--- src/rtl/uart_int_id.sv ---
module uart_int_id (
  input  logic       clk,
  input  logic       rst_n,
  input  logic [3:0] src_en,
  input  logic       fifo_en,
  input  logic       line_err,
  input  logic       rx_avail,
  input  logic       rx_tmo,
  input  logic       modem_chg,
  input  logic       hold_empty,
  input  logic       txq_two,
  input  logic       tx_last_stop,
  input  logic       hold_wr,
  input  logic       id_rd,
  output logic       irq,
  output logic [7:0] id_code
);
  localparam logic [3:0] C_NONE = 4'b0001;
  localparam logic [3:0] C_LINE = 4'b0110;
  localparam logic [3:0] C_DATA = 4'b0100;
  localparam logic [3:0] C_TMO  = 4'b1100;
  localparam logic [3:0] C_TXE  = 4'b0010;
  localparam logic [3:0] C_MDM  = 4'b0000;

  logic       rd_q, empty_q, mode_q;
  logic       pend, wait_q, first_q, seen2, irq_q;
  logic [7:0] frozen;
  logic [3:0] code;
  logic [7:0] live;

  wire line_on = line_err & src_en[2];
  wire data_on = rx_avail & src_en[0];
  wire rx_on   = (rx_avail | (rx_tmo & fifo_en)) & src_en[0];
  wire tx_on   = pend & src_en[1];
  wire ms_on   = modem_chg & src_en[3];

  always_comb begin
    if (line_on)      code = C_LINE;
    else if (data_on) code = C_DATA;
    else if (rx_on)   code = C_TMO;
    else if (tx_on)   code = C_TXE;
    else if (ms_on)   code = C_MDM;
    else              code = C_NONE;
  end

  assign live    = {fifo_en, fifo_en, 2'b00, code};
  assign id_code = rd_q ? frozen : live;
  assign irq     = irq_q;

  wire rise   = hold_empty & ~empty_q;
  wire mchg   = fifo_en ^ mode_q;
  wire fast   = ~fifo_en | first_q | seen2 | txq_two;
  wire rd_clr = rd_q & ~id_rd & (frozen[3:0] == C_TXE);
  wire set_ev = (rise & fast) | (wait_q & (tx_last_stop | mchg));

  always_ff @(posedge clk or negedge rst_n) begin
    if (!rst_n) begin
      rd_q    <= 1'b0;
      empty_q <= 1'b1;
      mode_q  <= 1'b0;
      pend    <= 1'b0;
      wait_q  <= 1'b0;
      first_q <= 1'b1;
      seen2   <= 1'b0;
      irq_q   <= 1'b0;
      frozen  <= {2'b00, 2'b00, C_NONE};
    end else begin
      rd_q    <= id_rd;
      empty_q <= hold_empty;
      mode_q  <= fifo_en;
      irq_q   <= line_on | rx_on | tx_on | ms_on;

      if (id_rd && !rd_q) frozen <= live;

      if (hold_wr)     pend <= 1'b0;
      else if (rd_clr) pend <= 1'b0;
      else if (set_ev) pend <= 1'b1;

      if (hold_wr)                          wait_q <= 1'b0;
      else if (rise && !fast)               wait_q <= 1'b1;
      else if (tx_last_stop || mchg)        wait_q <= 1'b0;

      if (mchg)               first_q <= 1'b1;
      else if (rise && fast)  first_q <= 1'b0;

      if (rise)         seen2 <= 1'b0;
      else if (txq_two) seen2 <= 1'b1;
    end
  end
endmodule

--- config.mk ---
export PLATFORM = sky130hd
export DESIGN_NAME = uart_int_id
export DESIGN_NICKNAME = d
export VERILOG_FILES = /design/src/rtl/uart_int_id.sv
export SDC_FILE = /design/constraint.sdc
export NUM_CORES = 1
export LEC_CHECK = 0
export BUFFER_PORTS_ARGS = -buffer_cell sky130_fd_sc_hd__buf_4
export CAP_MARGIN = 40
export CELL_PAD_IN_SITES_DETAIL_PLACEMENT = 1
export CELL_PAD_IN_SITES_GLOBAL_PLACEMENT = 2
export CORE_MARGIN = 4
export CORE_UTILIZATION = 24
export CTS_CLUSTER_DIAMETER = 150
export CTS_CLUSTER_SIZE = 30
export DETAILED_ROUTE_END_ITERATION = 10
export PLACE_DENSITY = 0.73
export SYNTH_ARGS = -nofsm -noshare
export SYNTH_HDL_FRONTEND = slang
export SYNTH_SLANG_ARGS = --single-unit
--- constraint.sdc ---
create_clock -name clk -period 1.2 [get_ports clk]
set_input_delay 0.06 -clock clk [delete_from_list [all_inputs] [get_ports clk]]
set_output_delay 0.06 -clock clk [all_outputs]
set_load 0.05 [all_outputs]
Yosys cells after proc, flatten, opt, wreduce, memory -nomap -nowiden
Cells that the tools add are included. Widths: inputs -> output; s select.

Eq/ne operators: 1. Multiply operators: 0. Bitwise operators: 24. Multiplexer cells: 16. Order comparisons: 0. Reductions and logical operators: 10. Div/mod/pow operators: 0. Shift-type cells: 0. $add $sub $neg: 0.

Operator list (count): $mux 4 (3); $and 1x1->1 (11); $mux 1 (11); $or 1x1->1 (9); $mux 8 (1); $reduce_bool 3->1 (2); $eq 4x2->1 const B (1); $reduce_bool 2->1 (2); $logic_and 1x1->1 (3); $not 1->1 (3); $logic_not 1->1 (2); $mux 2 (1); $logic_or 1x1->1 (1); $xor 1x1->1 (1).

Memory bits (writable): 0. Memories: 0. Input bits: 16. ROM bits: 0. Register bits after elaboration: 13. Latch bits: 0.

Longest topological paths before layout
Word-level depth: 9. Mapped depth: 4. Depth with buffers taken out: 3.

Worst setup path after synthesis
No wires, ideal clock.

Path kind: reg-to-output. Start point: register pend. End point: output id_code[0]. Path slack: -0.598 ns. Cell stages (with the launch flop): 4. Buffers on the path: 0. Arrival time: 1.738 ns. Data required time: 1.140 ns. Cell sequence: dfrtp_1 > a22oi_1 > o211ai_1 > o21ai_0.

Cells in the longest elaborated chain, start to end: 6.

Ends and longest elaborated chain: start, declared (line 26) `logic pend, wait_q, first_q, seen2, irq_q;`; start signal, assigned (line 61) `pend <= 1'b0;`; start signal, assigned (line 75) `if (hold_wr) pend <= 1'b0;`; start signal, assigned (line 76) `else if (rd_clr) pend <= 1'b0;`; $and 1x1->1 (line 34) `wire tx_on = pend & src_en[1];`; $mux 2 (line 41) `else if (tx_on) code = C_TXE;`; $mux 4 (line 40) `else if (rx_on) code = C_TMO;`; $mux 4 (line 39) `else if (data_on) code = C_DATA;`; $mux 4 (line 38) `if (line_on) code = C_LINE;`; $mux 8 (line 47) `assign id_code = rd_q ? frozen : live;`; end, declared (line 16) `output logic [7:0] id_code`.

Every way passes these cells.

Worst setup path after layout
Same ends and word-level chain as after synthesis.

==> metrics.md <==
| Metric | Value |
|---|---|
| Netlist Area Pre-Place | around 630 um^2 |
| H-tree depth | 1 |
| CTS tree | built |
| Violated checks | negative setup slack |
| Register area share after synthesis | 52.4% |
| DR pass1 iterations | 4 |
| Register area | 329 um^2 |
| Pre-CTS setup slack | -0.0446 ns |
| Top FF cell, synth | dfrtp_1 |
| Yosys reg bits | 13 |
| DIE AREA | 0.00350 mm^2 |
| Die height | 59.2 um |
| Largest net degree at the start of global routing | 14 |
| Area grow syn2layout | 67.1% |
| Die width | slightly below 60 um |
| Cells along the critical path | a22oi_1 > o211ai_1 > o21ai_2 > buf_6 |
| CP arrival | 1.32 ns |
| Crit-path max FO | 2 |
| Final nets | 115 |
| CTS max path bufs | 2 |
| Hold Path Class | input port to flip-flop |
| Fillers | slightly below 300 |
| Initial drt markers | 11 |
| Hold_ws | about 0.033 ns |
| Yosys warns | 0 |
| Routability cong. | 0.708 |
| # rows | 18 |
| Num CTS Buffers | 3 |
| Clock Sinks | 13 |
| Ports | 25 |
| Port-buffer cells | 22 |
| Final instance area | around 0.0010 mm^2 |
| Worst setup EP type | primary output |
| Setup ws final | -0.179 ns |
| Leak | 0.000481 uW |
| Reg clk slew, reported paths | 0.08 ns |
| Critical-path top delay cell | dfrtp_1 |
| All-Layer GR Usage | 12.1% |
| Fin crit period | 1.38 ns |
| Avg Inst Size Synth | between 9 and 10 um^2 |
| Detailed Place HPWL | between 1 and 1.5 mm |
| Switching share of total power | 33.2% |
| TNS Setup | -0.900 ns |
| Final hold vios | 0 |
| CP required | 1.14 ns |
| Max IR drop VDD | a little over 0.6 mV |
| Ant. Diodes | 0 |
| CP peak stage delay | 0.38 ns |
| Footprint of the multi-input gates | 340 um^2 |
| Share of layout cells above drive strength 1 | 50.0% |
| Final Slew Violations | 0 |
| Drt drc | 0 |
| Max Cap Violations | 0 |
| Combinational share of power | between 30% and 40% |
| Distinct cells, synth | 24 |
| Initial Util | 25.4% |
| Vias in the first global route | 690 |
| Clock Power Share | 23.4% |
| CTS root buffer | clkbuf_4 |
| Sequential power share | 42.4% |
| DRT antenna net count | 0 |
| Placed instance area | 861 um^2 |
| Power Total | 1200 uW |
| Core area | 0.00248 mm^2 |
| NetSw | 397 uW |
| Setup violators final | 9 |
| Fmax | slightly above 700 MHz |
| Critical path class | flip-flop to primary output |
| Asr flop ratio synth | 100% |
| Vias | 586 |
| Initial antenna violation count | 0 |
| WL final | 1.92 mm |
| Clock skew | 0.00128 ns |
| Synth Instances | 63 |
| Final critical-path share of the clock period | 115% |
| EDFF count, synth | 0 |
| Gr ovfl total | 0 |
| Outcome | finished with violations |
| Power per cell area | 1140 mW/mm^2 |
| First-pass GRT wire length | 3.17 mm |
| Power Internal | 799 uW |
| Startpoint Class | flip-flop |
| Wirelength per Cell | roughly 15 um |
| RSZ-0062 raised after global routing | true |
| Vias per inst | roughly 4.6 |
| Clock Latency Late Sink | between 0.2 and 0.3 ns |
[cells in the mapped netlist, types with 2 or more instances]
cell type / number / area share, %
mux2_2: 3 / 5.4
o211ai_1: 2 / 2.4
dfstp_2: 3 / 13
nor2b_1: 4 / 4.0
buf_4: 3 / 3.6
o21ai_0: 6 / 4.8
a21oi_1: 4 / 3.2
dfrtp_1: 10 / 40
nand2_1: 8 / 4.8
inv_1: 2 / 1.2
nor2_1: 4 / 2.4
nand2b_1: 2 / 2.0
[power by group through the flow]
stage / logic (uW) / registers [uW] / clock network, uW
6_report: 409 / 508 / 279
5_1_grt: 437 / 513 / 324
4_1_cts: 398 / 507 / 285
3_5_place_dp: 331 / 514 / 0
3_3_place_gp: 327 / 512 / 0
2_1_floorplan: 197 / 520 / 0
[cells by family (layout without fill, tap and decap cells)]
logic type      Yosys count  after routing  synth area share [%]
simple gates             22             22                  18.3
compound gates           17             17                  16.5
flops                    13             13                  52.4
buf+inv                   6             40                  5.38
mux                       3              3                  5.38
other cells               1              2                 0.597
xor+xnor                  1              1                  1.39
[flip-flops by register name, indices dropped and copies added, names as in the netlist]
name	count
wait_q	1
empty_q	1
irq	1
first_q	1
frozen	5
rd_q	1
mode_q	1
seen2	1
pend	1
[final timing paths]
path                                  startpoint               endpoint  slack, ns  depth (start not counted)
setup reg to reg               seen2$_DFFE_PN0P_       pend$_DFFE_PN0P_      -0.03                          3
min in group asynchronous                  rst_n  frozen[3]$_DFFE_PN0P_       0.16                          2
hold reg to reg            frozen[6]$_DFFE_PN0P_  frozen[6]$_DFFE_PN0P_       0.50                          2
hold / removal                           txq_two      seen2$_DFFE_PN0P_       0.03                          3
max in group asynchronous                  rst_n      empty_q$_DFF_PN1_       0.81                          2
setup / recovery                pend$_DFFE_PN0P_             id_code[0]      -0.18                          4
[timing repair]
action | in CTS | in global routing
pin swaps | 3 | 2
endpoints found under the setup margin | 9 | 13
resized for setup | 20 | 7
setup buffers | 1 | 1
endpoints found under the hold margin | 18 | 0
hold buffers | 5 | 0
cloned | 0 | 0
[layout make-up]
cell class	count	area share [%]
Multi-Input combinational cell	45	32.4
Sequential cell	13	31.3
Timing Repair Buffer	34	29.4
Tap cell	30	3.58
Clock buffer	4	2.50
Inverter	2	0.715
[cell usage in the layout, fill, tap and decap left out, types with 2 or more instances in the layout]
master         instances
conb_1                 2
o21ai_2                2
dfrtp_1               10
inv_1                  2
dlygate4sd3_1          5
buf_4                 20
dfstp_2                3
buf_6                  7
mux2_4                 3
buf_8                  2
nand2_1                7
nor2_1                 3
o211ai_1               2
nor2b_1                3
clkbuf_4               3
o21ai_0                3
a21oi_2                2
[critical path: cells and delay by family, from the launching register on]
kind	cells	cell delay [ns]
AO/OA/AOI/OAI	3	0.47
buffers and inverters	1	0.17
flip-flops	1	0.38
[layer usage]
layer | wire (um) | track usage (%) | vias to the layer above
met5 | 0 | 0 | -
met4 | 27 | 1.94 | 0
met3 | 91 | 4.36 | 4
met2 | 952 | 20.5 | 15
met1 | 846 | 15.0 | 282
li1 | - | - | 285
[per-stage QoR]
| step | utilization, % | cells |
|---|---|---|
| 2_1_floorplan | - | 64 |
| 3_3_place_gp | 34.7 | 117 |
| 3_5_place_dp | 34.7 | 117 |
| 4_1_cts | 41.1 | 127 |
| 5_1_grt | 42.4 | 128 |
| 6_report | 42.4 | 128 |
(Power assumes the default switching activity.)
